## config.mk

```make
export PLATFORM = sky130hd
export DESIGN_NAME = fsel_clkgen
export DESIGN_NICKNAME = d
export VERILOG_FILES = /design/src/rtl/fsel_clkgen_pkg.sv /design/src/rtl/fsel_decode.sv /design/src/rtl/tick_divider.sv /design/src/rtl/fsel_clkgen.sv
export SDC_FILE = /design/constraint.sdc
export NUM_CORES = 1
export LEC_CHECK = 0
export ABC_CLOCK_PERIOD_IN_PS = 5400
export BUFFER_PORTS_ARGS = -buffer_cell sky130_fd_sc_hd__buf_2
export CORE_MARGIN = 2
export CORE_UTILIZATION = 50
export CTS_BUF_LIST = sky130_fd_sc_hd__clkbuf_4
export DETAILED_ROUTE_END_ITERATION = 6
export GPL_TIMING_DRIVEN = 0
export PLACE_DENSITY = 0.78
export SKIP_LAST_GASP = 1
export SLEW_MARGIN = 20
export SYNTH_ARGS = -nofsm -noshare
export SYNTH_HDL_FRONTEND = slang
export SYNTH_SLANG_ARGS = --single-unit
export TNS_END_PERCENT = 30
```

## constraint.sdc

```tcl
create_clock -name clk -period 5.4 [get_ports clk]
set_input_delay 0 -clock clk [delete_from_list [all_inputs] [get_ports clk]]
set_output_delay 0 -clock clk [all_outputs]
set_load 0.02 [all_outputs]
```

## src/rtl/fsel_clkgen_pkg.sv

```systemverilog
package fsel_clkgen_pkg;

  localparam int NUM_GRP  = 7;
  localparam int GRP_CPU  = 0;
  localparam int GRP_HALF = 1;
  localparam int GRP_M66  = 2;
  localparam int GRP_PCI  = 3;
  localparam int GRP_APIC = 4;
  localparam int GRP_REF  = 5;
  localparam int GRP_USB  = 6;

  typedef enum logic [1:0] {
    OP_HIZ  = 2'd0,
    OP_TEST = 2'd1,
    OP_N100 = 2'd2,
    OP_N133 = 2'd3
  } op_mode_e;

  function automatic op_mode_e decode_op(input logic freq_hi, input logic [1:0] msel);
    if (msel == 2'b00) return freq_hi ? OP_TEST : OP_HIZ;
    return freq_hi ? OP_N133 : OP_N100;
  endfunction

  // Divide ratio (source periods per output period) for one group in one mode.
  function automatic int grp_ratio(input op_mode_e m, input int g);
    int r;
    r = 1;
    unique case (m)
      OP_TEST: begin
        case (g)
          GRP_CPU:  r = 2;
          GRP_HALF: r = 4;
          GRP_M66:  r = 4;
          GRP_PCI:  r = 8;
          GRP_APIC: r = 16;
          GRP_REF:  r = 1;
          default:  r = 2;
        endcase
      end
      OP_N133: begin
        case (g)
          GRP_CPU:  r = 1;
          GRP_HALF: r = 2;
          GRP_M66:  r = 2;
          GRP_PCI:  r = 4;
          GRP_APIC: r = 8;
          default:  r = 1;
        endcase
      end
      OP_N100: begin
        case (g)
          GRP_CPU:  r = 2;
          GRP_HALF: r = 4;
          GRP_M66:  r = 3;
          GRP_PCI:  r = 6;
          GRP_APIC: r = 12;
          default:  r = 1;
        endcase
      end
      default: r = 1;
    endcase
    return r;
  endfunction

endpackage

```

## src/rtl/fsel_decode.sv

```systemverilog
module fsel_decode
  import fsel_clkgen_pkg::*;
#(
  parameter int SYNC_CYCLES = 2
) (
  input  logic     clk,
  input  logic     rst_n,
  input  logic     freq_hi_i,
  input  logic [1:0] mode_sel_i,
  input  logic     spread_n_i,
  output op_mode_e op_mode_o,
  output logic     busy_o,
  output logic     spr_center_o,
  output logic     spr_down_o,
  output logic     pll48_en_o
);

  localparam int SW = $clog2(SYNC_CYCLES + 1);

  logic [3:0]    pins_now;
  logic [3:0]    pins_q;
  logic [SW-1:0] sync_cnt;

  assign pins_now = {freq_hi_i, mode_sel_i, spread_n_i};

  always_ff @(posedge clk) begin
    if (!rst_n) begin
      pins_q   <= '0;
      sync_cnt <= SW'(SYNC_CYCLES);
    end else begin
      pins_q <= pins_now;
      if (pins_now != pins_q)
        sync_cnt <= SW'(SYNC_CYCLES);
      else if (sync_cnt != '0)
        sync_cnt <= sync_cnt - 1'b1;
    end
  end

  logic       frq_q;
  logic [1:0] msel_q;
  logic       spr_n_q;
  assign frq_q   = pins_q[3];
  assign msel_q  = pins_q[2:1];
  assign spr_n_q = pins_q[0];

  assign op_mode_o    = decode_op(frq_q, msel_q);
  assign busy_o       = (sync_cnt != '0);
  assign spr_center_o = !spr_n_q && (msel_q == 2'b01);
  assign spr_down_o   = !spr_n_q && msel_q[1];
  assign pll48_en_o   = (op_mode_o != OP_HIZ) && (msel_q != 2'b01);

  assert_resync_start_R7: assert property (@(posedge clk) disable iff (!rst_n)
    (pins_now != pins_q) |=> busy_o);

  assert_spread_excl_R5: assert property (@(posedge clk) disable iff (!rst_n)
    !(spr_center_o && spr_down_o));

  assert_pll_off_hiz_R6: assert property (@(posedge clk) disable iff (!rst_n)
    (op_mode_o == OP_HIZ) |-> !pll48_en_o);

endmodule

```

## src/rtl/tick_divider.sv

```systemverilog
module tick_divider #(
  parameter int RW = 5
) (
  input  logic          clk,
  input  logic          rst_n,
  input  logic          clr,
  input  logic          tick,
  input  logic [RW-1:0] ratio,
  output logic          q_o
);

  logic [RW-1:0] cnt;

  always_ff @(posedge clk) begin
    if (!rst_n || clr) begin
      cnt <= '0;
      q_o <= 1'b0;
    end else if (tick) begin
      if (cnt == ratio - 1'b1) begin
        cnt <= '0;
        q_o <= ~q_o;
      end else begin
        cnt <= cnt + 1'b1;
      end
    end
  end

  assert_cnt_bound_R3: assert property (@(posedge clk) disable iff (!rst_n)
    (!clr && !$past(clr)) |-> (cnt < ratio));

endmodule

```

## src/rtl/fsel_clkgen.sv

```systemverilog
module fsel_clkgen
  import fsel_clkgen_pkg::*;
#(
  parameter int RW          = 5,
  parameter int SYNC_CYCLES = 2
) (
  input  logic       clk,
  input  logic       rst_n,
  input  logic       freq_hi_i,
  input  logic [1:0] mode_sel_i,
  input  logic       spread_n_i,
  input  logic       vco_tick_i,
  input  logic       tclk_tick_i,
  input  logic       ref_src_i,
  input  logic       usb_src_i,
  output logic       cpu_clk_o,
  output logic       cpuhalf_clk_o,
  output logic       m66_clk_o,
  output logic       pci_clk_o,
  output logic       apic_clk_o,
  output logic       ref_clk_o,
  output logic       usb_clk_o,
  output logic [6:0] oe_o,
  output logic       test_mode_o,
  output logic       usb_pll_en_o,
  output logic       spr_center_o,
  output logic       spr_down_o
);

  op_mode_e           op_mode;
  logic               busy;
  logic               pll48_en;
  logic               tick;
  logic               grp_on;
  logic [NUM_GRP-1:0] div_q;

  fsel_decode #(.SYNC_CYCLES(SYNC_CYCLES)) u_decode (
    .clk          (clk),
    .rst_n        (rst_n),
    .freq_hi_i    (freq_hi_i),
    .mode_sel_i   (mode_sel_i),
    .spread_n_i   (spread_n_i),
    .op_mode_o    (op_mode),
    .busy_o       (busy),
    .spr_center_o (spr_center_o),
    .spr_down_o   (spr_down_o),
    .pll48_en_o   (pll48_en)
  );

  assign test_mode_o  = (op_mode == OP_TEST);
  assign tick         = test_mode_o ? tclk_tick_i : vco_tick_i;
  assign usb_pll_en_o = pll48_en;

  for (genvar g = 0; g < NUM_GRP; g++) begin : g_grp
    logic [RW-1:0] ratio;
    assign ratio = RW'(grp_ratio(op_mode, g));
    tick_divider #(.RW(RW)) u_div (
      .clk   (clk),
      .rst_n (rst_n),
      .clr   (busy),
      .tick  (tick),
      .ratio (ratio),
      .q_o   (div_q[g])
    );
  end

  assign grp_on = rst_n && !busy && (op_mode != OP_HIZ);
  assign oe_o   = {grp_on && pll48_en, {6{grp_on}}};

  assign cpu_clk_o     = oe_o[GRP_CPU]  && div_q[GRP_CPU];
  assign cpuhalf_clk_o = oe_o[GRP_HALF] && div_q[GRP_HALF];
  assign m66_clk_o     = oe_o[GRP_M66]  && div_q[GRP_M66];
  assign pci_clk_o     = oe_o[GRP_PCI]  && div_q[GRP_PCI];
  assign apic_clk_o    = oe_o[GRP_APIC] && div_q[GRP_APIC];
  assign ref_clk_o     = oe_o[GRP_REF]  && (test_mode_o ? div_q[GRP_REF] : ref_src_i);
  assign usb_clk_o     = oe_o[GRP_USB]  && (test_mode_o ? div_q[GRP_USB] : usb_src_i);

  assert_hiz_no_oe_R1: assert property (@(posedge clk) disable iff (!rst_n)
    (op_mode == OP_HIZ) |-> (oe_o == '0 && !cpu_clk_o && !pci_clk_o));

  assert_phase_half_R8: assert property (@(posedge clk) disable iff (!rst_n)
    (!$past(busy) && div_q[GRP_HALF] != $past(div_q[GRP_HALF]))
      |-> (div_q[GRP_CPU] != $past(div_q[GRP_CPU])));

  assert_phase_pci_R8: assert property (@(posedge clk) disable iff (!rst_n)
    (!$past(busy) && div_q[GRP_PCI] != $past(div_q[GRP_PCI]))
      |-> (div_q[GRP_M66] != $past(div_q[GRP_M66])));

  assert_phase_apic_R8: assert property (@(posedge clk) disable iff (!rst_n)
    (!$past(busy) && div_q[GRP_APIC] != $past(div_q[GRP_APIC]))
      |-> (div_q[GRP_PCI] != $past(div_q[GRP_PCI])));

endmodule

```

==> results_dict.tcl <==
set metrics [dict create \
    status "finished, final reports clean" \
    max_cap_viol_count 0 \
    crit_arrival_ns 2.96 \
    rr_endpoint "g_grp[2].u_div.cnt[1]" \
    viasPerCell 5.41 \
    setup_viol_count_final 0 \
    synth_top_cell_by_area "dfxtp_1" \
    grt_pass1_wl_um 8380 \
    p_comb_frac 0.134 \
    post_cts_buffers 0 \
    die_h_um 73.7 \
    dr_wl_met2_um 2500 \
    fin_setup_tns_ns 0 \
    wl_per_cell_um 13.9 \
    avgSynthCellArea_um2 8.74 \
    synth_area_leaders "dfxtp_1 (40%), xor2_1 (11%), ha_1 (6.7%)" \
    start_util 0.518 \
    synth_top_area_frac 0.395 \
    synth-main-ff-cell "dfxtp_1" \
    drc 0 \
    worstPathMaxFanout 10 \
    slew_violations 0 \
    min_period_over_period 0.493 \
    p_clk_frac 0.263 \
    area_growth_pct 13.9 \
    power_density_mw_per_mm2 215 \
    yosysWarnings 0 \
    drt-met1-wl_um 2380 \
    cts.sinks 48 \
    whs_path_depth 5 \
    synth-seq-area-share 0.395 \
    synthArstFlopShare 0 \
    placed_area_mm2 0.00263 \
    vias 2029 \
    dieArea_mm2 0.00543 \
    reg2regPathDepth 7 \
    swShare 0.268 \
    drtAntennaViolNets 0 \
    ys_top_cells_by_count "dfxtp_1 (48), nor2_1 (34), xor2_1 (30)" \
    min_path_type "input port to flip-flop" \
    synthCells 278 \
    io_buffers 27 \
    power.switching_w 0.000160 \
    critPathBufInv 2 \
    hp-start "tclk_tick_i" \
    cts.htree.levels 2 \
    drt_iter0_drc 109 \
    nFillCells 429 \
    io_pins 28 \
    clockRootBuffer "clkbuf_4" \
    seqPwrFrac 0.603 \
    grt_max_degree 14 \
    syn_nets 301 \
    p_int_w 0.000436 \
    layout-drive-gt1-share 0.146 \
    fin_area_mm2 0.00277 \
    clkSlewWorstSetupHoldPaths_ns 0.13 \
    rrSetupSlack_ns 2.74 \
    cts_made_buffers 5 \
    max_stage_delay_ns 0.75 \
    wirelength_um 5200 \
    crit_family "multiplexers" \
    ir_drop_uv 108 \
    r2r-start "u_decode.pins_q[2]" \
    insertion_delay_ns 0.37 \
    fp.dieW_um 73.7 \
    worstPathRequired_ns 5.70 \
    clockBufferDepth 2 \
    gp_congestion 0.776 \
    placeableCoreArea_mm2 0.00469 \
    ys_ff_latch 48 \
    path_class "flip-flop to flip-flop" \
    antenna_cells 0 \
    worst_clock_skew_ns 0.0110 \
    grt.total_usage 0.205 \
    p_leak_nw 1.14 \
    synth_cell_types 33 \
    top_layer "met4" \
    placementRows 25 \
    final-hold-violation-count 0 \
    cp-start-kind "flip-flop" \
    grt_pass1_vias 1806 \
    dpl.hpwl_um 3450 \
    netlist_area_mm2 0.00243 \
    path_cells "nor2_1 -> ha_1 -> buf_2 -> mux2i_1 -> clkbuf_1 -> nand2_1 -> a21oi_1" \
    cts_tree "built" \
    min_to "g_grp[4].u_div.q_o" \
    antenna_found_initial 0 \
    crit_slowest_cell "mux2i_1" \
    cp-end-kind "flip-flop" \
    slew_headroom 0.414 \
    max_freq_ghz 0.376 \
    synth_most_common_cell "dfxtp_1" \
    grt_setup_unrepaired "no" \
    fin_crit_ns 2.66 \
    cts_resized 0 \
    route.met3.wl_um 239 \
    tightestPinTransition_ns 0.855 \
    layout.nets 344 \
    synth-edff-count 0 \
    ctsHoldBuffers 9 \
    grt_overflow_total 0 \
    firstDrtPassIters 4 \
]
==> sequential cells by signal (all words and copies together) (netlist names) <==
name	count
g_grp.u_div.cnt	35
g_grp.u_div.q_o	7
u_decode.pins_q	4
u_decode.sync_cnt	2
==> power groups by stage <==
stage | Combinational, W | Clock [W] | Sequential [W]
detailed placement | 0.0000731 | 0 | 0.000367
global placement | 0.0000718 | 0 | 0.000367
floorplan | 0.0000526 | 0 | 0.000366
CTS | 0.0000785 | 0.000161 | 0.000359
global route | 0.0000872 | 0.000175 | 0.000360
finish | 0.0000797 | 0.000156 | 0.000359
==> placed cells by master, fill, tap and decap left out, drive strengths merged, types with 3 or more instances in the layout <==
cell type    count
nor2            34
dfxtp           48
nand4           17
xor2            30
a21oi           17
or3              6
nor4             3
xnor2           12
nand2           25
nor3             7
mux2i            7
buf             38
o21ai            4
nand3            4
and2            12
inv              5
ha              13
clkbuf          10
nor2b            4
dlygate4sd3      9
==> routing by layer <==
layer / up-vias / global-route usage
li1: 1027 / -
met1: 956 / 0.262
met2: 40 / 0.341
met3: 6 / 0.0412
met4: 0 / 0.0727
met5: - / 0
==> stage by stage <==
step                      total power (W)  instances   util  setup WS, ns  hold slack, ns
after floorplan                  0.000419        278      -          3.22           0.122
after global placement           0.000439        359  0.561          2.82           0.234
after detailed placement         0.000440        359  0.561          2.81           0.239
after CTS                        0.000599        375  0.590          2.78           0.205
after global routing             0.000622        375  0.590          2.50           0.251
final                            0.000595        375  0.590          2.74           0.211
==> logic make-up after synthesis <==
family | count (synthesis) | synth area share
DFF | 48 | 0.395
and+or+nand+nor | 121 | 0.252
xor gates and xnor gates | 42 | 0.151
AOI/OAI and AO/OA | 25 | 0.0566
muxes | 8 | 0.0335
buffers and inverters | 21 | 0.0443
adders and majority gates | 13 | 0.0669
==> tightest hold or removal path: stages <==
cell and delay (ns):
buf_2 0.09, and2_1 0.14, mux2i_1 0.09, o21ai_0 0.16, a21oi_1 0.06
==> how the worst max path moves through the flow <==
| stage | startpoint | end | slack (ns) | cells after the start |
|---|---|---|---|---|
| 2_1_floorplan | u_decode.pins_q[3] | g_grp[3].u_div.cnt[0] | 3.22 | 8 |
| 3_3_place_gp | u_decode.pins_q[2] | g_grp[2].u_div.cnt[0] | 2.82 | 7 |
| 3_5_place_dp | u_decode.pins_q[1] | g_grp[5].u_div.cnt[0] | 2.81 | 7 |
| 4_1_cts | u_decode.pins_q[2] | g_grp[6].u_div.cnt[0] | 2.78 | 7 |
| 5_1_grt | u_decode.pins_q[2] | g_grp[4].u_div.cnt[1] | 2.50 | 7 |
| 6_report | u_decode.pins_q[2] | g_grp[2].u_div.cnt[1] | 2.74 | 7 |
==> layout make-up <==
type	instances	area (um2)	area share
Inverter	5	18.8	0.00678
Buffer	16	88.8	0.0321
Timing Repair Buffer	36	225	0.0814
Clock inverter	2	7.51	0.00271
Tap cell	54	67.6	0.0244
Multi-Input combinational cell	209	1360	0.492
Sequential cell	48	961	0.347
Clock buffer	5	37.5	0.0136
No activity file was read; power rests on OpenSTA's default activity.
